$ cat src/rtl/nand_ecc_pkg.sv
package nand_ecc_pkg;
  localparam int BYTE_W = 8;
  localparam int COL_W  = 6;

  // parity of one data byte
  function automatic logic byte_parity(input logic [BYTE_W-1:0] d);
    return ^d;
  endfunction

  // even/odd column parity pairs of one byte: [2k] even, [2k+1] odd
  function automatic logic [COL_W-1:0] col_parity(input logic [BYTE_W-1:0] d);
    logic [COL_W-1:0] c;
    c = '0;
    for (int b = 0; b < BYTE_W; b++) begin
      for (int k = 0; k < 3; k++) begin
        if (((b >> k) & 1) != 0) c[2*k+1] = c[2*k+1] ^ d[b];
        else                     c[2*k]   = c[2*k]   ^ d[b];
      end
    end
    return c;
  endfunction
endpackage

$ cat src/rtl/nand_ecc_seq.sv
module nand_ecc_seq #(
  parameter int BLK_AW = 8
) (
  input  logic              clk,
  input  logic              rst_n,
  input  logic              restart,
  input  logic              byte_vld,
  input  logic              mode,
  output logic              take,
  output logic              blk_end,
  output logic              first_blk,
  output logic              done,
  output logic [BLK_AW:0]   idx,
  output logic [BLK_AW:0]   idx_mask
);
  logic [BLK_AW:0] cnt_q;
  logic            done_q;
  logic            page_end;

  assign take      = byte_vld && !done_q && !restart;
  assign page_end  = take && (cnt_q == '1);
  assign blk_end   = mode ? page_end : (take && (cnt_q[BLK_AW-1:0] == '1));
  assign first_blk = mode ? 1'b1 : !cnt_q[BLK_AW];
  assign idx       = cnt_q;
  assign idx_mask  = mode ? '1 : {1'b0, {BLK_AW{1'b1}}};
  assign done      = done_q;

  always_ff @(posedge clk or negedge rst_n) begin
    if (!rst_n) begin
      cnt_q  <= '0;
      done_q <= 1'b0;
    end else if (restart) begin
      cnt_q  <= '0;
      done_q <= 1'b0;
    end else if (take) begin
      cnt_q <= cnt_q + 1'b1;
      if (page_end) done_q <= 1'b1;
    end
  end
endmodule

$ cat src/rtl/nand_ecc_acc.sv
module nand_ecc_acc
  import nand_ecc_pkg::*;
#(
  parameter int LW = 9,
  localparam int CW = 2*LW + COL_W
) (
  input  logic              clk,
  input  logic              rst_n,
  input  logic              clear,
  input  logic              take,
  input  logic [BYTE_W-1:0] d,
  input  logic [LW-1:0]     idx,
  input  logic [LW-1:0]     idx_mask,
  output logic [CW-1:0]     acc_nxt
);
  logic [CW-1:0] acc_q;
  logic [CW-1:0] contrib;
  logic          bp;

  assign bp = byte_parity(d);
  assign contrib[COL_W-1:0] = col_parity(d);

  for (genvar j = 0; j < LW; j++) begin : g_line
    assign contrib[COL_W+2*j]   = idx_mask[j] & ~idx[j] & bp;
    assign contrib[COL_W+2*j+1] = idx_mask[j] &  idx[j] & bp;
  end

  assign acc_nxt = take ? (acc_q ^ contrib) : acc_q;

  always_ff @(posedge clk or negedge rst_n) begin
    if (!rst_n)      acc_q <= '0;
    else if (clear)  acc_q <= '0;
    else             acc_q <= acc_nxt;
  end
endmodule

$ cat src/rtl/nand_ecc_store.sv
module nand_ecc_store #(
  parameter int CW = 24
) (
  input  logic          clk,
  input  logic          rst_n,
  input  logic          restart,
  input  logic          load,
  input  logic          to_first,
  input  logic [CW-1:0] raw,
  output logic [CW-1:0] ecc1,
  output logic [CW-1:0] ecc2
);
  logic [CW-1:0] r1_q, r2_q;

  always_ff @(posedge clk or negedge rst_n) begin
    if (!rst_n) begin
      r1_q <= '0;
      r2_q <= '0;
    end else if (restart) begin
      r1_q <= '0;
      r2_q <= '0;
    end else if (load) begin
      if (to_first) r1_q <= raw;
      else          r2_q <= raw;
    end
  end

  assign ecc1 = ~r1_q;
  assign ecc2 = ~r2_q;
endmodule

$ cat src/rtl/nand_ecc_gen.sv
module nand_ecc_gen
  import nand_ecc_pkg::*;
#(
  parameter int BLK_AW = 8,
  localparam int LW = BLK_AW + 1,
  localparam int CW = 2*LW + COL_W
) (
  input  logic              clk,
  input  logic              rst_n,
  input  logic              mode_wr,
  input  logic              mode_wdat,
  input  logic              ecc_restart,
  input  logic              byte_vld,
  input  logic [BYTE_W-1:0] byte_dat,
  output logic              mode_o,
  output logic [CW-1:0]     ecc1_o,
  output logic [CW-1:0]     ecc2_o,
  output logic              done_o
);
  logic          mode_q;
  logic          take, blk_end, first_blk;
  logic [LW-1:0] idx, idx_mask;
  logic [CW-1:0] acc_nxt;

  always_ff @(posedge clk or negedge rst_n) begin
    if (!rst_n)       mode_q <= 1'b0;
    else if (mode_wr) mode_q <= mode_wdat;
  end
  assign mode_o = mode_q;

  nand_ecc_seq #(.BLK_AW(BLK_AW)) u_seq (
    .clk(clk), .rst_n(rst_n), .restart(ecc_restart), .byte_vld(byte_vld),
    .mode(mode_q), .take(take), .blk_end(blk_end), .first_blk(first_blk),
    .done(done_o), .idx(idx), .idx_mask(idx_mask)
  );

  nand_ecc_acc #(.LW(LW)) u_acc (
    .clk(clk), .rst_n(rst_n), .clear(ecc_restart | blk_end), .take(take),
    .d(byte_dat), .idx(idx), .idx_mask(idx_mask), .acc_nxt(acc_nxt)
  );

  nand_ecc_store #(.CW(CW)) u_store (
    .clk(clk), .rst_n(rst_n), .restart(ecc_restart), .load(blk_end),
    .to_first(first_blk), .raw(acc_nxt), .ecc1(ecc1_o), .ecc2(ecc2_o)
  );
endmodule

$ cat config.mk
export PLATFORM = sky130hd
export DESIGN_NAME = nand_ecc_gen
export DESIGN_NICKNAME = d
export VERILOG_FILES = /design/src/rtl/nand_ecc_pkg.sv /design/src/rtl/nand_ecc_seq.sv /design/src/rtl/nand_ecc_acc.sv /design/src/rtl/nand_ecc_store.sv /design/src/rtl/nand_ecc_gen.sv
export SDC_FILE = /design/constraint.sdc
export NUM_CORES = 1
export LEC_CHECK = 0
export BUFFER_PORTS_ARGS = -buffer_cell sky130_fd_sc_hd__buf_2
export CORE_ASPECT_RATIO = 1.75
export CORE_MARGIN = 2
export CORE_UTILIZATION = 58
export DETAILED_ROUTE_END_ITERATION = 16
export PLACE_DENSITY = 0.88
export SLEW_MARGIN = 5
export SYNTH_ARGS = -nofsm -noshare
export SYNTH_HDL_FRONTEND = slang
export SYNTH_SLANG_ARGS = --single-unit
$ cat constraint.sdc
create_clock -name clk -period 2.4 [get_ports clk]
set_input_delay 0.48 -clock clk [delete_from_list [all_inputs] [get_ports clk]]
set_output_delay 0.48 -clock clk [all_outputs]
set_load 0.01 [all_outputs]
==> results by group <==
Drt
  – Final ANT Viol Nets: 0
  – Detailed-route vias per instance: 6.16
  – Final wirelength: 10,700 µm
  – Vias: 4,051
  – DRC Markers: 0
  – WL per Instance: 16.3 µm
  – Initial DRT Pass Iterations: 5
  – Number of DRC markers in iteration 0: 359

Power and ir drop
  – Final Total Pwr: 3.64 mW
  – Sw Share: 0.307
  – Seq pwr share: 0.424
  – Cell Pwr Density: 687 nW/µm²
  – Leakage power: 2.19 nW
  – Peak supply drop: 0.468 mV
  – Switching Power: 1.12 mW
  – Clock power frac: 0.356
  – Comb power frac: 0.221
  – Power Internal: 2.52 mW

Global route
  – First-pass GRT wire length: 18,300 µm
  – Total gr overflow: 0
  – GRT Overall Usage: 0.269
  – Vias in the first global route: 4,077
  – Largest net degree at the start of global routing: 55
  – Antenna violations before repair: 0

Finish
  – Final Cell Area: 5300 µm²
  – Layout Utilization: 0.701
  – Layout Cells excl Fill: 658
  – Diodes inserted: 0
  – Share of cells above drive strength 1: 0.202
  – Layout area overhead: 17.3%
  – # nets final: 581

Clock network
  – Worst skew pair latency: 0.35 ns
  – Clk buf depth: 2
  – Root buf cell: clkbuf_16
  – Post-CTS sizing: 0
  – Num CTS Buffers: 9
  – H-tree depth: 3
  – CTS Sinks: 83
  – CTS tree: yes
  – # hold bufs at CTS: 0
  – Clock-pin slew on the worst setup and hold paths: 0.06 ns
  – Setup bufs post-CTS: 0

Timing
  – Final hold vios: 0
  – Final period util: 0.922
  – Fmax: 452 MHz
  – Final Slew Violations: 0
  – Setup Skew: 0.00532 ns
  – Setup tns final: 0 ns
  – RSZ-0062 raised after global routing: no
  – Setup WS post-layout: 0.187 ns
  – Minimum clock period after layout: 2.21 ns
  – Rel. slew slack: 0.528
  – Final setup vio count: 0
  – Worst slew pin tran: 0.708 ns
  – Hold Slack: 0.170 ns

Worst setup path
  – Critical path's largest stage delay: 0.40 ns
  – WS Path Type: register to register
  – CP Capture Type: register
  – Crit path launch type: register
  – Critical-path top delay cell: dfrtp_1
  – R2R depth: 10
  – Worst-path cell chain: ha_1 -> nand3_1 -> nor2_1 -> ha_1 -> a31oi_1 -> buf_4 -> a21o_1 -> buf_4 -> nand2_1 -> o31ai_2
  – Worst r2r dst: u_store.r1_q[5]
  – Reg2Reg Setup Slack: 0.19 ns
  – Worst r2r src: u_seq.idx[0]
  – Required @ worst endpoint: 2.66 ns
  – CP max FO: 11
  – Crit path DAT: 2.47 ns

Die
  – Die area: 8550 µm²
  – Chip Width: 70.7 µm
  – Starting Density: 0.598
  – Site row count: 42
  – # IOs: 64
  – CORE AREA: 7570 µm²
  – Chip height: 121 µm

Run
  – Max_cap viols: 0

Place
  – GPL Wtd Cong: 0.840
  – Placed cells: 642
  – DP HPWL: 7220 µm
  – Post-DP Area: 5020 µm²
  – Place WS: 0.0761 ns
  – Port Buffer Count: 63

Hold path
  – Hold Crit Class: input port to async pin

Synth
  – Share of the yosys chip area belonging to registers: 0.459
  – Post-Syn Area: 4520 µm²
  – Post-synth top flop: dfrtp_1
  – Cells after Synth: 505
  – Syn Area/Cell: 8.95 µm²
  – Synth cell types: 38
  – Syn. warnings: 0
  – Post-synth EDFFs: 0
  – Post-synthesis register bit count: 83
  – Synth Net Count: 521
  – Asr flop ratio synth: 1.00

Outcome
  – Status: finished, final reports clean
## cells in the mapped netlist, drive strengths merged (11+ instances only)
master  instances  share of area
inv            50          0.042
nand4          29          0.040
or3            20          0.028
a21oi          31          0.037
nand2          39          0.032
xnor2          22          0.043
nor2           40          0.033
clkbuf         22          0.018
nor2b          11          0.015
o31ai          18          0.035
o21ai          28          0.031
o211ai         44          0.073
dfrtp          83           0.46
buf            17          0.024
## metal layers
metal	GRT usage	vias up	wire (µm)
met2	0.459	144	5670
met1	0.312	1966	4090
met4	0.149	0	390
met5	0	-	0
li1	-	1901	-
met3	0.0517	40	560
## registers in the layout, indices dropped and copies added (netlist names)
name / count
mode_o: 1
u_store.r1_q: 24
u_seq.done: 1
u_seq.idx: 9
u_acc.acc_q: 24
u_store.r2_q: 24
## placed cells by master (no fill, tap or decap), drive strengths merged, types with 22 or more instances in the layout
cell,n
a21oi,31
inv,50
buf,88
nor2,40
o211ai,44
nand4,29
nand2,39
o21ai,28
xnor2,22
dfrtp,83
## power by group through the flow
stage / combinational, mW / clock (mW) / sequential [mW]
final: 0.804 / 1.29 / 1.54
after global routing: 0.877 / 1.37 / 1.55
after CTS: 0.799 / 1.31 / 1.54
after detailed placement: 0.793 / 0 / 1.57
after global placement: 0.767 / 0 / 1.56
after floorplan: 0.503 / 0 / 1.55
## worst max-delay path, delay by kind of cell (launching register included)
kind | cells | cell delay, ns
adders and majority gates | 2 | 0.47
AOI/OAI and AO/OA | 3 | 0.58
and+or+nand+nor | 3 | 0.29
DFF | 1 | 0.40
buffers and inverters | 2 | 0.39
## worst max-delay path by stage
stage,from,endpoint,slack [ns]
after floorplan,ecc_restart,u_store.r1_q[1],0.1
after global placement,ecc_restart,u_store.r1_q[4],0.10
after detailed placement,ecc_restart,u_store.r1_q[22],0.08
after CTS,u_seq.idx[0],u_store.r1_q[5],0.19
after global routing,u_seq.idx[0],u_store.r1_q[5],0.09
final,u_seq.idx[0],u_store.r1_q[5],0.19
## layout make-up
class / instances / area (µm²)
flip-flops and latches: 83 / 2080
repair buffers: 88 / 568
clock buffers: 11 / 253
well taps: 88 / 110
fillers: 564 / 2260
multi-input cells: 333 / 2080
inverters: 50 / 188
clock inverters: 5 / 27.5
## cells by family (layout without fill, tap and decap cells)
| logic type | Yosys count | count (layout) | synth area share |
|---|---|---|---|
| AO/OA/AOI/OAI | 137 | 137 | 0.206 |
| multiplexers | 2 | 2 | 0.00498 |
| buffers and inverters | 89 | 154 | 0.0841 |
| adder cells (fa/ha/maj) | 2 | 2 | 0.00553 |
| AND/OR/NAND/NOR | 166 | 166 | 0.190 |
| XOR/XNOR | 26 | 26 | 0.0504 |
| flip-flops | 83 | 83 | 0.459 |
No activity file was read; power rests on OpenSTA's default activity.
